File: src/rtl/pp_pkg.sv
package pp_pkg;
  localparam int INSTR_W = 32;

  localparam logic [7:0] OPC_PUSH1 = 8'h60;
  localparam logic [7:0] OPC_POP1  = 8'h61;
  localparam logic [7:0] OPC_PUSHM = 8'h62;
  localparam logic [7:0] OPC_POPM  = 8'h63;

  typedef enum logic [2:0] {
    ST_IDLE,
    ST_PREP,
    ST_GET,
    ST_PUT,
    ST_FUSED,
    ST_FIN
  } seq_state_t;
endpackage

File: src/rtl/pp_decode.sv
module pp_decode
  import pp_pkg::*;
#(
  parameter int NREG   = 16,
  parameter int REG_AW = $clog2(NREG)
) (
  input  logic [INSTR_W-1:0] instr,
  output logic               ok,
  output logic               pop,
  output logic               multi,
  output logic [REG_AW-1:0]  sp_sel,
  output logic [NREG-1:0]    sel_mask
);
  logic [7:0]        opc;
  logic [REG_AW-1:0] one_reg;

  assign opc     = instr[31:24];
  assign one_reg = instr[20 +: REG_AW];
  assign sp_sel  = instr[16 +: REG_AW];

  always_comb begin
    ok       = 1'b1;
    pop      = 1'b0;
    multi    = 1'b0;
    sel_mask = '0;
    unique case (opc)
      OPC_PUSH1: sel_mask[one_reg] = 1'b1;
      OPC_POP1: begin
        pop = 1'b1;
        sel_mask[one_reg] = 1'b1;
      end
      OPC_PUSHM: begin
        multi    = 1'b1;
        sel_mask = instr[NREG-1:0];
      end
      OPC_POPM: begin
        multi    = 1'b1;
        pop      = 1'b1;
        sel_mask = instr[NREG-1:0];
      end
      default: ok = 1'b0;
    endcase
  end
endmodule

File: src/rtl/pp_pick.sv
module pp_pick #(
  parameter int N  = 16,
  parameter int IW = $clog2(N)
) (
  input  logic [N-1:0]  mask,
  input  logic          hi_first,
  output logic          found,
  output logic [IW-1:0] idx
);
  logic [N-1:0]  lo_hit;
  logic [N-1:0]  hi_hit;
  logic [IW-1:0] lo_idx;
  logic [IW-1:0] hi_idx;

  generate
    for (genvar g = 0; g < N; g++) begin : g_hit
      if (g == 0) begin : g_first
        assign lo_hit[g]     = mask[g];
        assign hi_hit[N-1-g] = mask[N-1-g];
      end else begin : g_rest
        assign lo_hit[g]     = mask[g] & ~|mask[g-1:0];
        assign hi_hit[N-1-g] = mask[N-1-g] & ~|mask[N-1:N-g];
      end
    end
  endgenerate

  always_comb begin
    lo_idx = '0;
    hi_idx = '0;
    for (int i = 0; i < N; i++) begin
      if (lo_hit[i]) lo_idx = IW'(i);
      if (hi_hit[i]) hi_idx = IW'(i);
    end
  end

  assign found = |mask;
  assign idx   = hi_first ? hi_idx : lo_idx;
endmodule

File: src/rtl/pp_sp_unit.sv
module pp_sp_unit #(
  parameter int AW   = 32,
  parameter int STEP = 4
) (
  input  logic [AW-1:0] sp,
  input  logic          dec,
  output logic [AW-1:0] acc_addr,
  output logic [AW-1:0] next_sp
);
  logic [AW-1:0] sp_down;
  logic [AW-1:0] sp_up;

  assign sp_down  = sp - AW'(STEP);
  assign sp_up    = sp + AW'(STEP);
  assign acc_addr = dec ? sp_down : sp;
  assign next_sp  = dec ? sp_down : sp_up;
endmodule

File: src/rtl/pp_seq.sv
module pp_seq
  import pp_pkg::*;
#(
  parameter int DATA_W = 32,
  parameter int NREG   = 16,
  localparam int REG_AW = $clog2(NREG),
  localparam int STEP   = DATA_W / 8
) (
  input  logic                clk,
  input  logic                rst_n,
  input  logic                instr_valid,
  output logic                instr_ready,
  input  logic [INSTR_W-1:0]  instr,
  output logic [REG_AW-1:0]   rf_raddr,
  input  logic [DATA_W-1:0]   rf_rdata,
  output logic                rf_we,
  output logic [REG_AW-1:0]   rf_waddr,
  output logic [DATA_W-1:0]   rf_wdata,
  output logic                mem_req,
  output logic                mem_we,
  output logic [DATA_W-1:0]   mem_addr,
  output logic [DATA_W-1:0]   mem_wdata,
  input  logic                mem_ack,
  input  logic [DATA_W-1:0]   mem_rdata,
  output logic                done
);
  seq_state_t        state_q, state_d;
  logic              pop_q;
  logic              moved_q;
  logic [REG_AW-1:0] sp_sel_q;
  logic [NREG-1:0]   mask_q;
  logic [DATA_W-1:0] sp_q;
  logic [DATA_W-1:0] hold_q;

  logic              dec_ok, dec_pop, dec_multi;
  logic [REG_AW-1:0] dec_sp;
  logic [NREG-1:0]   dec_mask;
  logic              pick_found;
  logic [REG_AW-1:0] pick_idx;
  logic [NREG-1:0]   mask_left;
  logic [DATA_W-1:0] acc_addr, next_sp;
  logic              fire;

  pp_decode #(.NREG(NREG), .REG_AW(REG_AW)) u_decode (
    .instr    (instr),
    .ok       (dec_ok),
    .pop      (dec_pop),
    .multi    (dec_multi),
    .sp_sel   (dec_sp),
    .sel_mask (dec_mask)
  );

  pp_pick #(.N(NREG), .IW(REG_AW)) u_pick (
    .mask     (mask_q),
    .hi_first (pop_q),
    .found    (pick_found),
    .idx      (pick_idx)
  );

  pp_sp_unit #(.AW(DATA_W), .STEP(STEP)) u_sp (
    .sp       (sp_q),
    .dec      (~pop_q),
    .acc_addr (acc_addr),
    .next_sp  (next_sp)
  );

  assign instr_ready = (state_q == ST_IDLE);
  assign fire        = instr_valid & instr_ready;

  always_comb begin
    mask_left           = mask_q;
    mask_left[pick_idx] = 1'b0;
  end

  // Port drive per state
  always_comb begin
    rf_raddr  = (state_q == ST_IDLE) ? dec_sp : pick_idx;
    rf_we     = 1'b0;
    rf_waddr  = pick_idx;
    rf_wdata  = hold_q;
    mem_req   = 1'b0;
    mem_we    = ~pop_q;
    mem_addr  = acc_addr;
    mem_wdata = hold_q;
    done      = 1'b0;
    unique case (state_q)
      ST_GET:   mem_req = pop_q;
      ST_PUT: begin
        mem_req = ~pop_q;
        rf_we   = pop_q;
      end
      ST_FUSED: begin
        mem_req  = 1'b1;
        rf_we    = mem_ack;
        rf_wdata = mem_rdata;
      end
      ST_FIN: begin
        done     = 1'b1;
        rf_we    = moved_q;
        rf_waddr = sp_sel_q;
        rf_wdata = sp_q;
      end
      default: ;
    endcase
  end

  // Next state
  always_comb begin
    state_d = state_q;
    unique case (state_q)
      ST_IDLE: if (fire) begin
        if (!dec_ok)        state_d = ST_FIN;
        else if (dec_multi) state_d = ST_PREP;
        else if (dec_pop)   state_d = ST_FUSED;
        else                state_d = ST_GET;
      end
      ST_PREP:  state_d = pick_found ? ST_GET : ST_FIN;
      ST_GET:   if (!pop_q || mem_ack) state_d = ST_PUT;
      ST_PUT:   if (pop_q || mem_ack)
                  state_d = (mask_left == '0) ? ST_FIN : ST_GET;
      ST_FUSED: if (mem_ack) state_d = ST_FIN;
      ST_FIN:   state_d = ST_IDLE;
      default:  state_d = ST_IDLE;
    endcase
  end

  always_ff @(posedge clk) begin
    if (!rst_n) begin
      state_q  <= ST_IDLE;
      pop_q    <= 1'b0;
      moved_q  <= 1'b0;
      sp_sel_q <= '0;
      mask_q   <= '0;
      sp_q     <= '0;
      hold_q   <= '0;
    end else begin
      state_q <= state_d;
      unique case (state_q)
        ST_IDLE: if (fire) begin
          pop_q    <= dec_pop;
          moved_q  <= 1'b0;
          sp_sel_q <= dec_sp;
          mask_q   <= dec_ok ? dec_mask : '0;
          sp_q     <= rf_rdata;
        end
        ST_GET: begin
          if (!pop_q) begin
            hold_q <= rf_rdata;
          end else if (mem_ack) begin
            hold_q  <= mem_rdata;
            sp_q    <= next_sp;
            moved_q <= 1'b1;
          end
        end
        ST_PUT: begin
          if (pop_q) begin
            mask_q <= mask_left;
          end else if (mem_ack) begin
            mask_q  <= mask_left;
            sp_q    <= next_sp;
            moved_q <= 1'b1;
          end
        end
        ST_FUSED: if (mem_ack) begin
          sp_q    <= next_sp;
          moved_q <= 1'b1;
          mask_q  <= '0;
        end
        default: ;
      endcase
    end
  end
endmodule

File: config.mk
export PLATFORM = sky130hd
export DESIGN_NAME = pp_seq
export DESIGN_NICKNAME = d
export VERILOG_FILES = /design/src/rtl/pp_pkg.sv /design/src/rtl/pp_decode.sv /design/src/rtl/pp_pick.sv /design/src/rtl/pp_sp_unit.sv /design/src/rtl/pp_seq.sv
export SDC_FILE = /design/constraint.sdc
export NUM_CORES = 1
export LEC_CHECK = 0
export BUFFER_PORTS_ARGS = -buffer_cell sky130_fd_sc_hd__buf_2
export CORE_MARGIN = 8
export CORE_UTILIZATION = 35
export DETAILED_ROUTE_END_ITERATION = 6
export PLACE_DENSITY = 0.69
export SETUP_SLACK_MARGIN = 0.3
export SYNTH_ARGS = -nofsm -noshare
export SYNTH_HDL_FRONTEND = slang
export SYNTH_SLANG_ARGS = --single-unit
File: constraint.sdc
create_clock -name clk -period 2.65 [get_ports clk]
set_input_delay 0.1325 -clock clk [delete_from_list [all_inputs] [get_ports clk]]
set_output_delay 0.1325 -clock clk [all_outputs]
set_load 0.01 [all_outputs]
==> results_dict.tcl, run 1 <==
set metrics [dict create \
    critPathKind "reg -> reg" \
    p_total_mw 6.33 \
    drive_gt1_share_pct 36.9 \
    power-per-cell-area_nw_per_um2 608 \
    violations "setup timing" \
    min_path_type "in -> reg" \
    yosys.cell_types.count 73 \
    status "complete, but fails checks" \
    whs_ps 31.6 \
    cap_violations 0 \
    final_period_minus_worst_setup_slack_ps 2850 \
    max_stage_delay_ps 600 \
    place_ws_ps -75.1 \
    htree_levels 3 \
    ant_nets 0 \
    yosys_warnings 0 \
    dr_total_vias 8771 \
    cts_tree "done" \
    cellLeakagePower_nw 4.82 \
    gp_congestion 0.929 \
    drc_errors 0 \
    synth_edf_count 0 \
    crit_chain "or4_4, o32ai_2, nand3_4, buf_6, o41ai_4, a22oi_1, a2111o_1, o41ai_2" \
    clk_pin_slew_ps 70 \
    antenna_found_initial 0 \
    final-setup-viol-count 6 \
    firstDrtPassIters 5 \
    rows 53 \
    tightest_slew_ps 688 \
    die_area_um2 25900 \
    slowest_stage "or4_4" \
    drt_iter0_drc 718 \
    synth_ff_type "dfxtp_1" \
    overflow 0 \
    grt_setup_unrepaired "yes" \
    dp_hpwl_mm 21.0 \
    insertion_delay_ps 350 \
    vdd_ir_drop_max_v 0.000295 \
    syn_inst 1016 \
    finalNetCount 1371 \
    grt_usage_pct 20.6 \
    synth.yosys.seq_area_share_pct 24.2 \
    cts_made_buffers 9 \
    maxSlewHeadroom_pct 54.1 \
    synthesis.nets 1120 \
    fin_crit_sh_pct 108 \
    timing.critical_path.buf_inv 1 \
    cp_top_family "compound AO/OA/AOI/OAI gates" \
    nFillCells 1992 \
    ys_ff_latch 89 \
    cp.arrival_ps 3110 \
    grt_pass1_wl_mm 44.3 \
    drt-total-wl_mm 29.1 \
    initial_utilization_pct 35.3 \
    via_per_inst 5.67 \
    portBuffers 208 \
    critPathLaunchType "flip-flop" \
    clockBufferDepth 2 \
    critPathMaxFanout 7 \
    postLayoutCoreUtil_pct 50.1 \
    core_region_area_um2 20800 \
    worstSetupEndpointType "flip-flop" \
    wl_per_cell_um 18.8 \
    clock-root-buffer "clkbuf_16" \
    cts_hold_buf 0 \
    cts.sinks 89 \
    grt_pass1_vias 8355 \
    ios 209 \
    fin_ws_ps -203 \
    hold_violations 0 \
    diodes 0 \
    fin_worst_skew_ps 11.8 \
    syn_to_final_growth_pct 41.7 \
    netlist_area_um2 7360 \
    async_flop_share_pct 0 \
    fp.dieH_um 161 \
    die_x_um 161 \
    clock.fmax_mhz 351 \
    syn_avg_cell_area_um2 7.24 \
    cp.required_ps 2900 \
    grt_max_degree 59 \
    finalMaxSlewViolations 0 \
]
[cell usage in the layout (no fill, tap or decap), types with 11 or more instances in the layout]
cell	Yosys	final
xnor2_1	21	14
nand4_1	16	16
nor3_1	29	21
a21oi_1	44	43
mux2i_1	67	67
buf_2	5	204
dfxtp_1	89	73
a31oi_1	20	17
buf_4	5	104
a22oi_1	13	12
and2_1	21	20
a21boi_0	25	11
nand2_1	149	147
nor2_1	64	57
a22o_1	11	11
dfxtp_2	0	13
o22ai_1	13	12
a21boi_1	2	16
o21ai_1	0	17
o21ai_0	93	71
inv_1	27	25
o211a_1	35	35
buf_6	2	22
[Yosys cell counts, drive strengths merged, types with 27 or more instances]
library cell | number | area (um2)
nor2 | 64 | 240
clkbuf | 81 | 305
dfxtp | 89 | 1780
inv | 28 | 105
a21oi | 44 | 220
a21boi | 27 | 203
nand2 | 149 | 559
nor3 | 31 | 178
o21ai | 93 | 465
mux2i | 67 | 671
o211a | 35 | 350
[sequential cells by signal, indices dropped and copies added, names as in the netlist]
name / count
mem_wdata: 32
moved_q: 1
pop_q: 1
sp_q: 32
state_q: 3
mask_q: 16
sp_sel_q: 4
[cells by family (layout without fill, tap and decap cells)]
group,count (synthesis),in the layout,share of synthesized area (%)
and+or+nand+nor,383,384,25.9
adders and majority gates,5,5,0.816
xor gates and xnor gates,29,29,3.45
AOI/OAI and AO/OA,314,314,29.1
DFF,89,89,24.2
buffers and inverters,127,382,7.04
muxes,69,69,9.42
[routing by layer]
layer  share of wire [%]  track usage, %  wire (um)  up-vias
met3                 7.6            4.35       2210       47
met1                  42            25.1      12200     4171
met5                   0               0          0        -
li1                    -               -          -     4181
met2                  48            35.3      14100      372
met4                 2.2            6.90        633        0
[final timing paths]
kind,startpoint,endpoint,slack (ps),cells after the start
max,mask_q[13]$_SDFFE_PN0P_,state_q[0]$_SDFFE_PN0P_,-200,8
min,instr[16],sp_sel_q[0]$_SDFFE_PN0P_,30,3
max reg2reg,mask_q[13]$_SDFFE_PN0P_,state_q[0]$_SDFFE_PN0P_,-200,8
min reg2reg,moved_q$_SDFFE_PN0P_,moved_q$_SDFFE_PN0P_,450,2
[cell type report]
type,count,area (um2),share of cell area [%]
Tap cell,275,344,3.30
Timing Repair Buffer,338,2210,21.2
Multi-Input combinational cell,801,5670,54.4
Clock buffer,10,239,2.29
Sequential cell,89,1810,17.4
Inverter,28,105,1.01
Clock inverter,6,48.8,0.468
[worst min-delay path: stages]
cell,delay [ps]
buf_2,100
nand2_1,40
a21boi_0,60
[per-stage QoR]
stage / area (um2) / TNS (ps) / cells
floorplan: 7410 / 0 / 1016
global placement: 9190 / -406 / 1499
detailed placement: 9190 / -146 / 1499
CTS: 9980 / -247 / 1532
global route: 10400 / -2110 / 1547
finish: 10400 / -787 / 1547
[report_power, final]
| group | switching (mW) | leakage, nW | internal (mW) | total (mW) |
|---|---|---|---|---|
| sequential | 0.228 | 0.731 | 1.46 | 1.69 |
| clock | 0.606 | 0.132 | 0.671 | 1.28 |
| combinational | 1.89 | 3.96 | 1.48 | 3.37 |
[timing repair]
| item | CTS | global route |
|---|---|---|
| resized for setup | 98 | 77 |
| pin swaps | 23 | 30 |
| setup endpoints to repair | 74 | 78 |
| setup buffers | 17 | 13 |
| gates cloned | 0 | 2 |
(Power assumes the default switching activity.)
==> run 2, diff against run 1 <==
--- a/config.mk
+++ b/config.mk
@@ -9,7 +9,7 @@
 export CORE_MARGIN = 8
 export CORE_UTILIZATION = 35
 export DETAILED_ROUTE_END_ITERATION = 6
-export PLACE_DENSITY = 0.69
+export PLACE_DENSITY = 0.72
 export SETUP_SLACK_MARGIN = 0.3
 export SYNTH_ARGS = -nofsm -noshare
 export SYNTH_HDL_FRONTEND = slang
==> results_dict.tcl, run 2 (synthesis gave the netlist of run 1 again) <==
set metrics [dict create \
    status "complete, but fails checks" \
    violations "setup timing" \
    htree_levels 3 \
    gp_congestion 0.889 \
    initial_utilization_pct 35.3 \
    die_x_um 161 \
    final-setup-viol-count 5 \
    reg2reg_to "state_q[1]$_SDFFE_PN0P_" \
    r2r_cells 8 \
    grt_pass1_vias 8406 \
    syn_to_final_growth_pct 45.4 \
    drt-met1-wl_mm 11.7 \
    finalNetCount 1389 \
    critPathLaunchType "flip-flop" \
    fin_crit_sh_pct 104 \
    r2r_start "mask_q[10]$_SDFFE_PN0P_" \
    rrSetupSlack_ps -110 \
    cap_violations 0 \
    diodes 0 \
    maxSlewHeadroom_pct 27.8 \
    grt_max_degree 65 \
    grt_setup_unrepaired "yes" \
    drc_errors 0 \
    place_area_um2 9210 \
    cts_tree "done" \
    fin_area_um2 10700 \
    rows 53 \
    place_ws_ps -143 \
    core_region_area_um2 20800 \
    critPathMaxFanout 9 \
    clockBufferDepth 2 \
    grt_pass1_wl_mm 43.6 \
    drive_gt1_share_pct 39.5 \
    fin_worst_skew_ps 9.89 \
    overflow 0 \
    clock.fmax_mhz 362 \
    stdcell_count 1565 \
    hold_violations 0 \
    cts.sinks 89 \
    fin_ws_ps -113 \
    cts_made_buffers 9 \
    cp.required_ps 2900 \
    route.met3.wl_mm 2.38 \
    final_cell_mix "buf_2 (206), nand2_1 (146), buf_4 (111)" \
    power-per-cell-area_nw_per_um2 588 \
    min_path_type "in -> reg" \
    wl_met2_mm 13.8 \
    firstDrtPassIters 5 \
    cts_hold_buf 0 \
    cellLeakagePower_nw 4.95 \
    grt_usage_pct 20.2 \
    hold-path-cell-count 3 \
    insertion_delay_ps 360 \
    whs_ps 41.5 \
    postLayoutCoreUtil_pct 51.4 \
    ios 209 \
    clock-root-buffer "clkbuf_16" \
    clk_pin_slew_ps 70 \
    dp_hpwl_mm 20.7 \
    drt_iter0_drc 785 \
    worstSetupEndpointType "flip-flop" \
    hold_start "instr[18]" \
    cp.arrival_ps 3010 \
    vdd_ir_drop_max_v 0.000339 \
    antenna_found_initial 0 \
    final_common_cell "buf_2" \
    top_layer "met4" \
    final_period_minus_worst_setup_slack_ps 2760 \
    ant_nets 0 \
    finalMaxSlewViolations 0 \
    fp.dieH_um 161 \
    critPathKind "reg -> reg" \
    tightest_slew_ps 1080 \
    portBuffers 208 \
    wl_per_cell_um 18.3 \
    hold_path_end "sp_sel_q[2]$_SDFFE_PN0P_" \
    drt-total-wl_mm 28.7 \
    dr_total_vias 8869 \
    die_area_um2 25900 \
    placedCellCount 1501 \
    via_per_inst 5.67 \
]
run 2: how the worst max path moves through the flow:
stage	slack, ps	start	to	cells past startpoint
finish	-110	mask_q[10]$_SDFFE_PN0P_	state_q[1]$_SDFFE_PN0P_	8
global route	-250	mask_q[0]$_SDFFE_PN0P_	state_q[1]$_SDFFE_PN0P_	10
CTS	-130	mask_q[0]$_SDFFE_PN0P_	rf_waddr[0]	9
detailed placement	-140	mask_q[0]$_SDFFE_PN0P_	state_q[0]$_SDFFE_PN0P_	9
global placement	-170	mask_q[13]$_SDFFE_PN0P_	state_q[1]$_SDFFE_PN0P_	9
floorplan	30	mask_q[4]$_SDFFE_PN0P_	state_q[0]$_SDFFE_PN0P_	9
run 2: worst max-delay path, cell delays in order, from the launching register on:
cell and delay [ps]:
dfxtp_1 420, or4_4 570, buf_4 180, o32ai_2 270, nand3_1 200, a31oi_2 240, o21bai_1 80, a2111o_1 490
o21a_1 210
run 2: timing repair:
| item | 4_1_cts | 5_1_grt |
|---|---|---|
| gates cloned | 0 | 1 |
| gates resized for setup | 102 | 115 |
| endpoints found under the setup margin | 67 | 92 |
| setup buffers | 29 | 18 |
| pin swaps | 30 | 38 |
run 2: final cells by class:
| class | count | area (um2) |
|---|---|---|
| Clock buffer | 10 | 229 |
| Clock inverter | 6 | 41.3 |
| Fill cell | 1973 | 10100 |
| Inverter | 28 | 105 |
| Multi-Input combinational cell | 800 | 5790 |
| Sequential cell | 89 | 1810 |
| Tap cell | 275 | 344 |
| Timing Repair Buffer | 357 | 2380 |
run 2: where the power goes:
group          leakage, nW  internal [mW]  switching (mW)
clock                0.134          0.641           0.587
combinational         4.09           1.49            1.89
sequential           0.730           1.46           0.232
total                 4.95           3.59            2.71
run 2: layer usage:
metal  up-vias  GRT usage, %
met5         -             0
met4         0          6.78
met2       417          34.8
met1      4151          24.6
met3        65          4.20
li1       4236             -
run 2: stage by stage:
step	total power, mW	setup TNS [ps]
after floorplan	3.47	0
after global placement	4.51	-329
after global routing	6.66	-1300
after detailed placement	4.56	-327
final	6.29	-430
after CTS	5.99	-620
